**src/rtl/stk_pkg.sv**
```systemverilog
`timescale 1ns/1ps
package stk_pkg;

    typedef enum logic [1:0] {
        ST_FETCH  = 2'd0,
        ST_DECODE = 2'd1,
        ST_ARG    = 2'd2,
        ST_STOP   = 2'd3
    } phase_e;

    localparam logic [5:0] OP_NOP  = 6'h00;
    localparam logic [5:0] OP_HALT = 6'h01;
    localparam logic [5:0] OP_PUSH = 6'h02;
    localparam logic [5:0] OP_LDA  = 6'h03;
    localparam logic [5:0] OP_STA  = 6'h04;
    localparam logic [5:0] OP_LDS  = 6'h05;
    localparam logic [5:0] OP_STS  = 6'h06;
    localparam logic [5:0] OP_JMP  = 6'h07;
    localparam logic [5:0] OP_JZ   = 6'h08;
    localparam logic [5:0] OP_CALL = 6'h09;
    localparam logic [5:0] OP_RET  = 6'h0A;
    localparam logic [5:0] OP_ADD  = 6'h10;
    localparam logic [5:0] OP_SUB  = 6'h11;
    localparam logic [5:0] OP_MUL  = 6'h12;
    localparam logic [5:0] OP_AND  = 6'h13;
    localparam logic [5:0] OP_OR   = 6'h14;
    localparam logic [5:0] OP_XOR  = 6'h15;
    localparam logic [5:0] OP_DUP  = 6'h18;
    localparam logic [5:0] OP_DROP = 6'h19;
    localparam logic [5:0] OP_SWAP = 6'h1A;

    // Per-opcode stack footprint: entries required, entries removed, entry added.
    typedef struct packed {
        logic       has_arg;
        logic [1:0] need;
        logic [1:0] shrink;
        logic       grow;
        logic       is_alu;
    } opinfo_t;

endpackage

```
**src/rtl/stk_decode.sv**
```systemverilog
`timescale 1ns/1ps
module stk_decode
    import stk_pkg::*;
(
    input  logic [5:0] opc,
    output opinfo_t    info
);

    always_comb begin
        info = '0;
        case (opc)
            OP_PUSH: begin
                info.has_arg = 1'b1;
                info.grow    = 1'b1;
            end
            OP_LDA: begin
                info.has_arg = 1'b1;
                info.grow    = 1'b1;
            end
            OP_STA: begin
                info.has_arg = 1'b1;
                info.need    = 2'd1;
                info.shrink  = 2'd1;
            end
            OP_LDS: begin
                info.need    = 2'd1;
                info.shrink  = 2'd1;
                info.grow    = 1'b1;
            end
            OP_STS: begin
                info.need    = 2'd2;
                info.shrink  = 2'd2;
            end
            OP_JMP, OP_CALL: begin
                info.has_arg = 1'b1;
            end
            OP_JZ: begin
                info.has_arg = 1'b1;
                info.need    = 2'd1;
                info.shrink  = 2'd1;
            end
            OP_ADD, OP_SUB, OP_MUL, OP_AND, OP_OR, OP_XOR: begin
                info.need    = 2'd2;
                info.shrink  = 2'd2;
                info.grow    = 1'b1;
                info.is_alu  = 1'b1;
            end
            OP_DUP: begin
                info.need    = 2'd1;
                info.grow    = 1'b1;
            end
            OP_DROP: begin
                info.need    = 2'd1;
                info.shrink  = 2'd1;
            end
            OP_SWAP: begin
                info.need    = 2'd2;
            end
            default: info = '0;
        endcase
    end

endmodule

```
**src/rtl/stk_alu.sv**
```systemverilog
`timescale 1ns/1ps
module stk_alu
    import stk_pkg::*;
#(
    parameter int DW = 16
)(
    input  logic [5:0]    opc,
    input  logic [DW-1:0] lhs,
    input  logic [DW-1:0] rhs,
    output logic [DW-1:0] res
);

    logic [2*DW-1:0] prod;

    always_comb begin
        prod = {{DW{1'b0}}, lhs} * {{DW{1'b0}}, rhs};
        case (opc)
            OP_ADD:  res = lhs + rhs;
            OP_SUB:  res = lhs - rhs;
            OP_MUL:  res = prod[DW-1:0];
            OP_AND:  res = lhs & rhs;
            OP_OR:   res = lhs | rhs;
            OP_XOR:  res = lhs ^ rhs;
            default: res = '0;
        endcase
    end

endmodule

```
**src/rtl/stk_dmem.sv**
```systemverilog
`timescale 1ns/1ps
module stk_dmem #(
    parameter int DW  = 16,
    parameter int DAW = 4,
    localparam int DEPTH = 1 << DAW
)(
    input  logic           clk,
    input  logic           we,
    input  logic [DAW-1:0] waddr,
    input  logic [DW-1:0]  wdata,
    input  logic [DAW-1:0] raddr,
    output logic [DW-1:0]  rdata
);

    logic [DW-1:0] cells [DEPTH];

    always_ff @(posedge clk) begin
        if (we) begin
            cells[waddr] <= wdata;
        end
    end

    assign rdata = cells[raddr];

endmodule

```
**src/rtl/stk_core.sv**
```systemverilog
`timescale 1ns/1ps
module stk_core
    import stk_pkg::*;
#(
    parameter int DW       = 16,
    parameter int ES_DEPTH = 16,
    parameter int RS_DEPTH = 8,
    parameter int PAW      = 8,
    parameter int DAW      = 4,
    localparam int SPW     = $clog2(ES_DEPTH + 1)
)(
    input  logic            clk,
    input  logic            rst_n,
    output logic [PAW-1:0]  imem_addr,
    input  logic [DW-1:0]   imem_rdata,
    output logic [DW-1:0]   tos,
    output logic [SPW-1:0]  depth,
    output logic            halted,
    output logic            fault
);

    localparam int RPW = $clog2(RS_DEPTH + 1);
    localparam int EIW = $clog2(ES_DEPTH);
    localparam int RIW = $clog2(RS_DEPTH);

    typedef struct packed {
        phase_e                        ph;
        logic [PAW-1:0]                pc;
        logic [5:0]                    opc;
        logic [SPW-1:0]                sp;
        logic [RPW-1:0]                rp;
        logic                          flt;
        logic [ES_DEPTH-1:0][DW-1:0]   es;
        logic [RS_DEPTH-1:0][PAW-1:0]  rs;
    } core_t;

    core_t c_q, c_d;

    logic [5:0]     cur_op;
    opinfo_t        info;
    logic           exec;
    logic [DW-1:0]  arg;
    logic [EIW-1:0] i_top, i_nxt, i_base;
    logic [SPW-1:0] base;
    logic [DW-1:0]  t_val, n_val;
    logic [DW-1:0]  alu_res;
    logic [DW-1:0]  push_val;
    logic [PAW-1:0] pc_seq;
    logic           es_under, es_over, rs_over, rs_under, bad;

    logic           dm_we;
    logic [DAW-1:0] dm_waddr, dm_raddr;
    logic [DW-1:0]  dm_wdata, dm_rdata;

    // ---------------- operand and decode view ----------------
    assign cur_op = (c_q.ph == ST_ARG) ? c_q.opc : imem_rdata[5:0];
    assign arg    = imem_rdata;
    assign exec   = ((c_q.ph == ST_DECODE) && !info.has_arg) || (c_q.ph == ST_ARG);
    assign pc_seq = (c_q.ph == ST_ARG) ? (c_q.pc + PAW'(2)) : (c_q.pc + PAW'(1));

    assign i_top  = EIW'(c_q.sp - SPW'(1));
    assign i_nxt  = EIW'(c_q.sp - SPW'(2));
    assign base   = c_q.sp - SPW'(info.shrink);
    assign i_base = EIW'(base);
    assign t_val  = c_q.es[i_top];
    assign n_val  = c_q.es[i_nxt];

    stk_decode u_dec (
        .opc  (cur_op),
        .info (info)
    );

    stk_alu #(.DW(DW)) u_alu (
        .opc (cur_op),
        .lhs (n_val),
        .rhs (t_val),
        .res (alu_res)
    );

    assign dm_raddr = (cur_op == OP_LDS) ? t_val[DAW-1:0] : arg[DAW-1:0];

    stk_dmem #(.DW(DW), .DAW(DAW)) u_mem (
        .clk   (clk),
        .we    (dm_we),
        .waddr (dm_waddr),
        .wdata (dm_wdata),
        .raddr (dm_raddr),
        .rdata (dm_rdata)
    );

    // ---------------- limit checks ----------------
    assign es_under = c_q.sp < SPW'(info.need);
    assign es_over  = (c_q.sp == SPW'(ES_DEPTH)) && info.grow && (info.shrink == 2'd0);
    assign rs_over  = (cur_op == OP_CALL) && (c_q.rp == RPW'(RS_DEPTH));
    assign rs_under = (cur_op == OP_RET) && (c_q.rp == RPW'(0));
    assign bad      = exec && (es_under || es_over || rs_over || rs_under);

    always_comb begin
        case (cur_op)
            OP_PUSH:        push_val = arg;
            OP_LDA, OP_LDS: push_val = dm_rdata;
            OP_DUP:         push_val = t_val;
            default:        push_val = alu_res;
        endcase
    end

    // ---------------- next-state logic ----------------
    always_comb begin
        c_d      = c_q;
        dm_we    = 1'b0;
        dm_waddr = arg[DAW-1:0];
        dm_wdata = t_val;

        case (c_q.ph)
            ST_FETCH:  c_d.ph = ST_DECODE;
            ST_DECODE: begin
                if (info.has_arg) begin
                    c_d.opc = cur_op;
                    c_d.ph  = ST_ARG;
                end
            end
            default: ;
        endcase

        if (exec) begin
            if (bad) begin
                c_d.flt = 1'b1;
                c_d.ph  = ST_STOP;
            end else begin
                c_d.ph = ST_FETCH;
                c_d.pc = pc_seq;
                case (cur_op)
                    OP_HALT: begin
                        c_d.ph = ST_STOP;
                        c_d.pc = c_q.pc;
                    end
                    OP_STA: begin
                        dm_we    = 1'b1;
                        dm_waddr = arg[DAW-1:0];
                        dm_wdata = t_val;
                    end
                    OP_STS: begin
                        dm_we    = 1'b1;
                        dm_waddr = t_val[DAW-1:0];
                        dm_wdata = n_val;
                    end
                    OP_JMP: c_d.pc = arg[PAW-1:0];
                    OP_JZ: begin
                        if (t_val == '0) begin
                            c_d.pc = arg[PAW-1:0];
                        end
                    end
                    OP_CALL: begin
                        c_d.rs[RIW'(c_q.rp)] = pc_seq;
                        c_d.rp               = c_q.rp + RPW'(1);
                        c_d.pc               = arg[PAW-1:0];
                    end
                    OP_RET: begin
                        c_d.pc = c_q.rs[RIW'(c_q.rp - RPW'(1))];
                        c_d.rp = c_q.rp - RPW'(1);
                    end
                    OP_SWAP: begin
                        c_d.es[i_top] = n_val;
                        c_d.es[i_nxt] = t_val;
                    end
                    default: ;
                endcase
                if (info.grow) begin
                    c_d.es[i_base] = push_val;
                end
                c_d.sp = base + SPW'(info.grow);
            end
        end
    end

    always_ff @(posedge clk) begin
        if (!rst_n) begin
            c_q <= '0;
        end else begin
            c_q <= c_d;
        end
    end

    // ---------------- outputs ----------------
    assign imem_addr = (c_q.ph == ST_DECODE) ? (c_q.pc + PAW'(1)) : c_q.pc;
    assign tos       = (c_q.sp == '0) ? '0 : t_val;
    assign depth     = c_q.sp;
    assign halted    = (c_q.ph == ST_STOP);
    assign fault     = c_q.flt;

    // ---------------- assertions ----------------

    es_bound_chk: assert property (@(posedge clk) disable iff (!rst_n)
        c_q.sp <= SPW'(ES_DEPTH));


    rs_bound_chk: assert property (@(posedge clk) disable iff (!rst_n)
        c_q.rp <= RPW'(RS_DEPTH));


    fault_sticky_chk: assert property (@(posedge clk) disable iff (!rst_n)
        fault |=> (fault && halted));


    stop_hold_chk: assert property (@(posedge clk) disable iff (!rst_n)
        halted |=> (halted && $stable(imem_addr) && $stable(depth) && $stable(tos)));


    alu_shrink_chk: assert property (@(posedge clk) disable iff (!rst_n)
        (exec && info.is_alu && !bad) |=> (depth == $past(depth) - SPW'(1)));


    push_val_chk: assert property (@(posedge clk) disable iff (!rst_n)
        (exec && (cur_op == OP_PUSH) && !bad) |=> (tos == $past(imem_rdata)));

endmodule

```
**config.mk**
```make
export PLATFORM = sky130hd
export DESIGN_NAME = stk_core
export DESIGN_NICKNAME = d
export VERILOG_FILES = /design/src/rtl/stk_pkg.sv /design/src/rtl/stk_decode.sv /design/src/rtl/stk_alu.sv /design/src/rtl/stk_dmem.sv /design/src/rtl/stk_core.sv
export SDC_FILE = /design/constraint.sdc
export NUM_CORES = 2
export LEC_CHECK = 0
export ABC_AREA = 1
export CAP_MARGIN = 10
export CORE_MARGIN = 1.5
export CORE_UTILIZATION = 40
export DETAILED_ROUTE_END_ITERATION = 12
export PLACE_DENSITY = 0.53
export SETUP_SLACK_MARGIN = 0.1
export SLEW_MARGIN = 20
export SYNTH_ARGS = -nofsm -noshare
export SYNTH_HDL_FRONTEND = slang
export SYNTH_HIERARCHICAL = 1
export SYNTH_SLANG_ARGS = --single-unit
export TNS_END_PERCENT = 20
```
**constraint.sdc**
```tcl
create_clock -name clk -period 10.8 [get_ports clk]
set_input_delay 2.7 -clock clk [delete_from_list [all_inputs] [get_ports clk]]
set_output_delay 2.7 -clock clk [all_outputs]
set_load 0.01 [all_outputs]
```
==> results.json <==
{
  "yosysWarnings": 6,
  "antenna_found_initial": 8,
  "syn-num-nets": 7820,
  "grt_use_met3_pct": 8.07,
  "cp_max_fo": 31,
  "cts.sinks": 602,
  "cts.htree.levels": 3,
  "place_congestion": 0.989,
  "drive_gt1_share_pct": 5.57,
  "post_drt_wl_per_cell_um": 24.9,
  "rsz0062_at_grt": "no",
  "busiest_layer": "met2",
  "r2r_slack_ns": 1.14,
  "cts_buffer_depth": 3,
  "core_um2": 119000,
  "start_kind": "flop",
  "num_rows": 126,
  "fin_area_um2": 52100,
  "maxCapViolations": 0,
  "worst_ep_required_time_ns": 11.37,
  "grt_start_max_net_pins": 178,
  "track_usage_pct": 35.9,
  "cts_setup_buffers": 0,
  "fin_skew_ns": 0.0552,
  "avgViaCountPerCell": 5.88,
  "ctsResizeCount": 0,
  "synthCells": 7603,
  "post_dp_cell_area_um2": 49700,
  "numCtsBuffers": 79,
  "chipHeight_um": 350,
  "placedCellCount": 8875,
  "worst_slew_pin_slew_ns": 1.21,
  "endpoint_kind": "flop",
  "avgSynthCellArea_um2": 6.32,
  "hold_viol": 0,
  "slew_headroom_pct": 19.3,
  "via_count": 53000,
  "worstSetupPathType": "flop to flop",
  "cts_hold_buffers": 0,
  "dp_hpwl_um": 140000,
  "initial_core_util_pct": 40.5,
  "io_pins": 49,
  "hp-class": "flop to flop",
  "cp_slowest_cell": "nand2_2",
  "clk_latency_ns": 0.72,
  "n_fill_cell": 12600,
  "seq_area_um2": 14600,
  "crit_path_frequent_cell": "nand2_1",
  "fin_hold_ws_ns": 0.465,
  "final-instance-count-excl-fill": 9014,
  "fin_crit_sh_pct": 89.4,
  "drt_iter0_drc": 7296,
  "met2_usage_pct": 53.4,
  "ant_nets": 0,
  "status": "finished clean",
  "synthesis.area_um2": 48100,
  "worstPathArrival_ns": 10.23,
  "max_stage_delay_ns": 0.86,
  "fin_tns_setup_ns": 0,
  "grt_pass1_vias": 48200,
  "routed_wl_um": 225000,
  "grt_pass1_wl_um": 329000,
  "multi_input_area_um2": 27500,
  "die_area_um2": 122000,
  "clk_pin_slew_ns": 0.06,
  "nets": 7573,
  "fin_crit_ns": 9.66,
  "die_w_um": 350,
  "fmax_ghz": 0.104,
  "finalSetupViolations": 0,
  "drt_first_pass_iters": 8,
  "maxSlewViolCount": 0,
  "grt_use_met1_pct": 48.5,
  "io_buffer_count": 48,
  "syn_to_final_growth_pct": 8.47,
  "cts_tree": "yes",
  "drc": 0,
  "cts_root_buf": "clkbuf_16",
  "grt.overflow.total": 0
}
[worst paths after layout]
check,end,cells after the start,from
hold / removal,c_q[37]$_SDFFE_PN0P_,2,c_q[37]$_SDFFE_PN0P_
hold reg to reg,c_q[37]$_SDFFE_PN0P_,2,c_q[37]$_SDFFE_PN0P_
setup / recovery,c_q[127]$_SDFFE_PN0P_,38,depth[2]$_SDFFE_PN0P_
setup reg to reg,c_q[127]$_SDFFE_PN0P_,38,depth[2]$_SDFFE_PN0P_
[layout make-up]
class | instances | share of cell area (%)
Tap cell | 1600 | 3.84
Multi-Input combinational cell | 5465 | 52.8
Timing Repair Buffer | 202 | 3.33
Sequential cell | 602 | 28.1
Inverter | 1006 | 7.29
Clock buffer | 108 | 4.22
Antenna cell | 2 | 0.00960
Clock inverter | 29 | 0.466
[layer usage]
metal  share of wire [%]  vias up
li1                    -    24300
met1                  41    25100
met4                 5.8        6
met5               0.016        -
met3                  11      601
met2                  42     2990
[per-stage QoR]
| stage | util (%) | setup WS (ns) |
|---|---|---|
| 2_1_floorplan | - | 2.58 |
| 3_3_place_gp | 41.9 | 1.42 |
| 3_5_place_dp | 41.9 | 1.42 |
| 4_1_cts | 44.0 | 1.37 |
| 5_1_grt | 44.0 | 0.718 |
| 6_report | 44.0 | 1.14 |
[critical path: cells and delay by family, from the launching register on]
family                   cells  cell delay, ns
AND/OR/NAND/NOR             18            3.89
buffers and inverters        9            0.64
flip-flops                   1            0.70
adder cells (fa/ha/maj)      8            3.65
AO/OA/AOI/OAI                3            0.60
[state kept, by name, summed over array words and instances, names as in the netlist]
signal / cells
fault: 1
u_mem/cells: 256
depth: 5
c_q: 340
[layout by cell type, fill, tap and decap left out, types with 13 or more instances in the layout]
cell             instances
nand2_1               2169
a21oi_1               1133
inv_1                  964
o21ai_0                875
nand3_1                507
dfxtp_1                344
edfxtp_1               256
nor2_1                 177
buf_4                  146
ha_1                   116
o211ai_1                84
fa_1                    82
clkbuf_16               81
o21ai_1                 71
clkdlybuf4s50_1         47
nor2_2                  46
nand2_2                 34
clkinv_1                28
xor2_1                  27
inv_2                   20
clkbuf_1                20
nand3_2                 14
nor3_1                  13
Power is not shown: default switching activity piles up to over one toggle a cycle in this logic, so the estimate is an artifact.
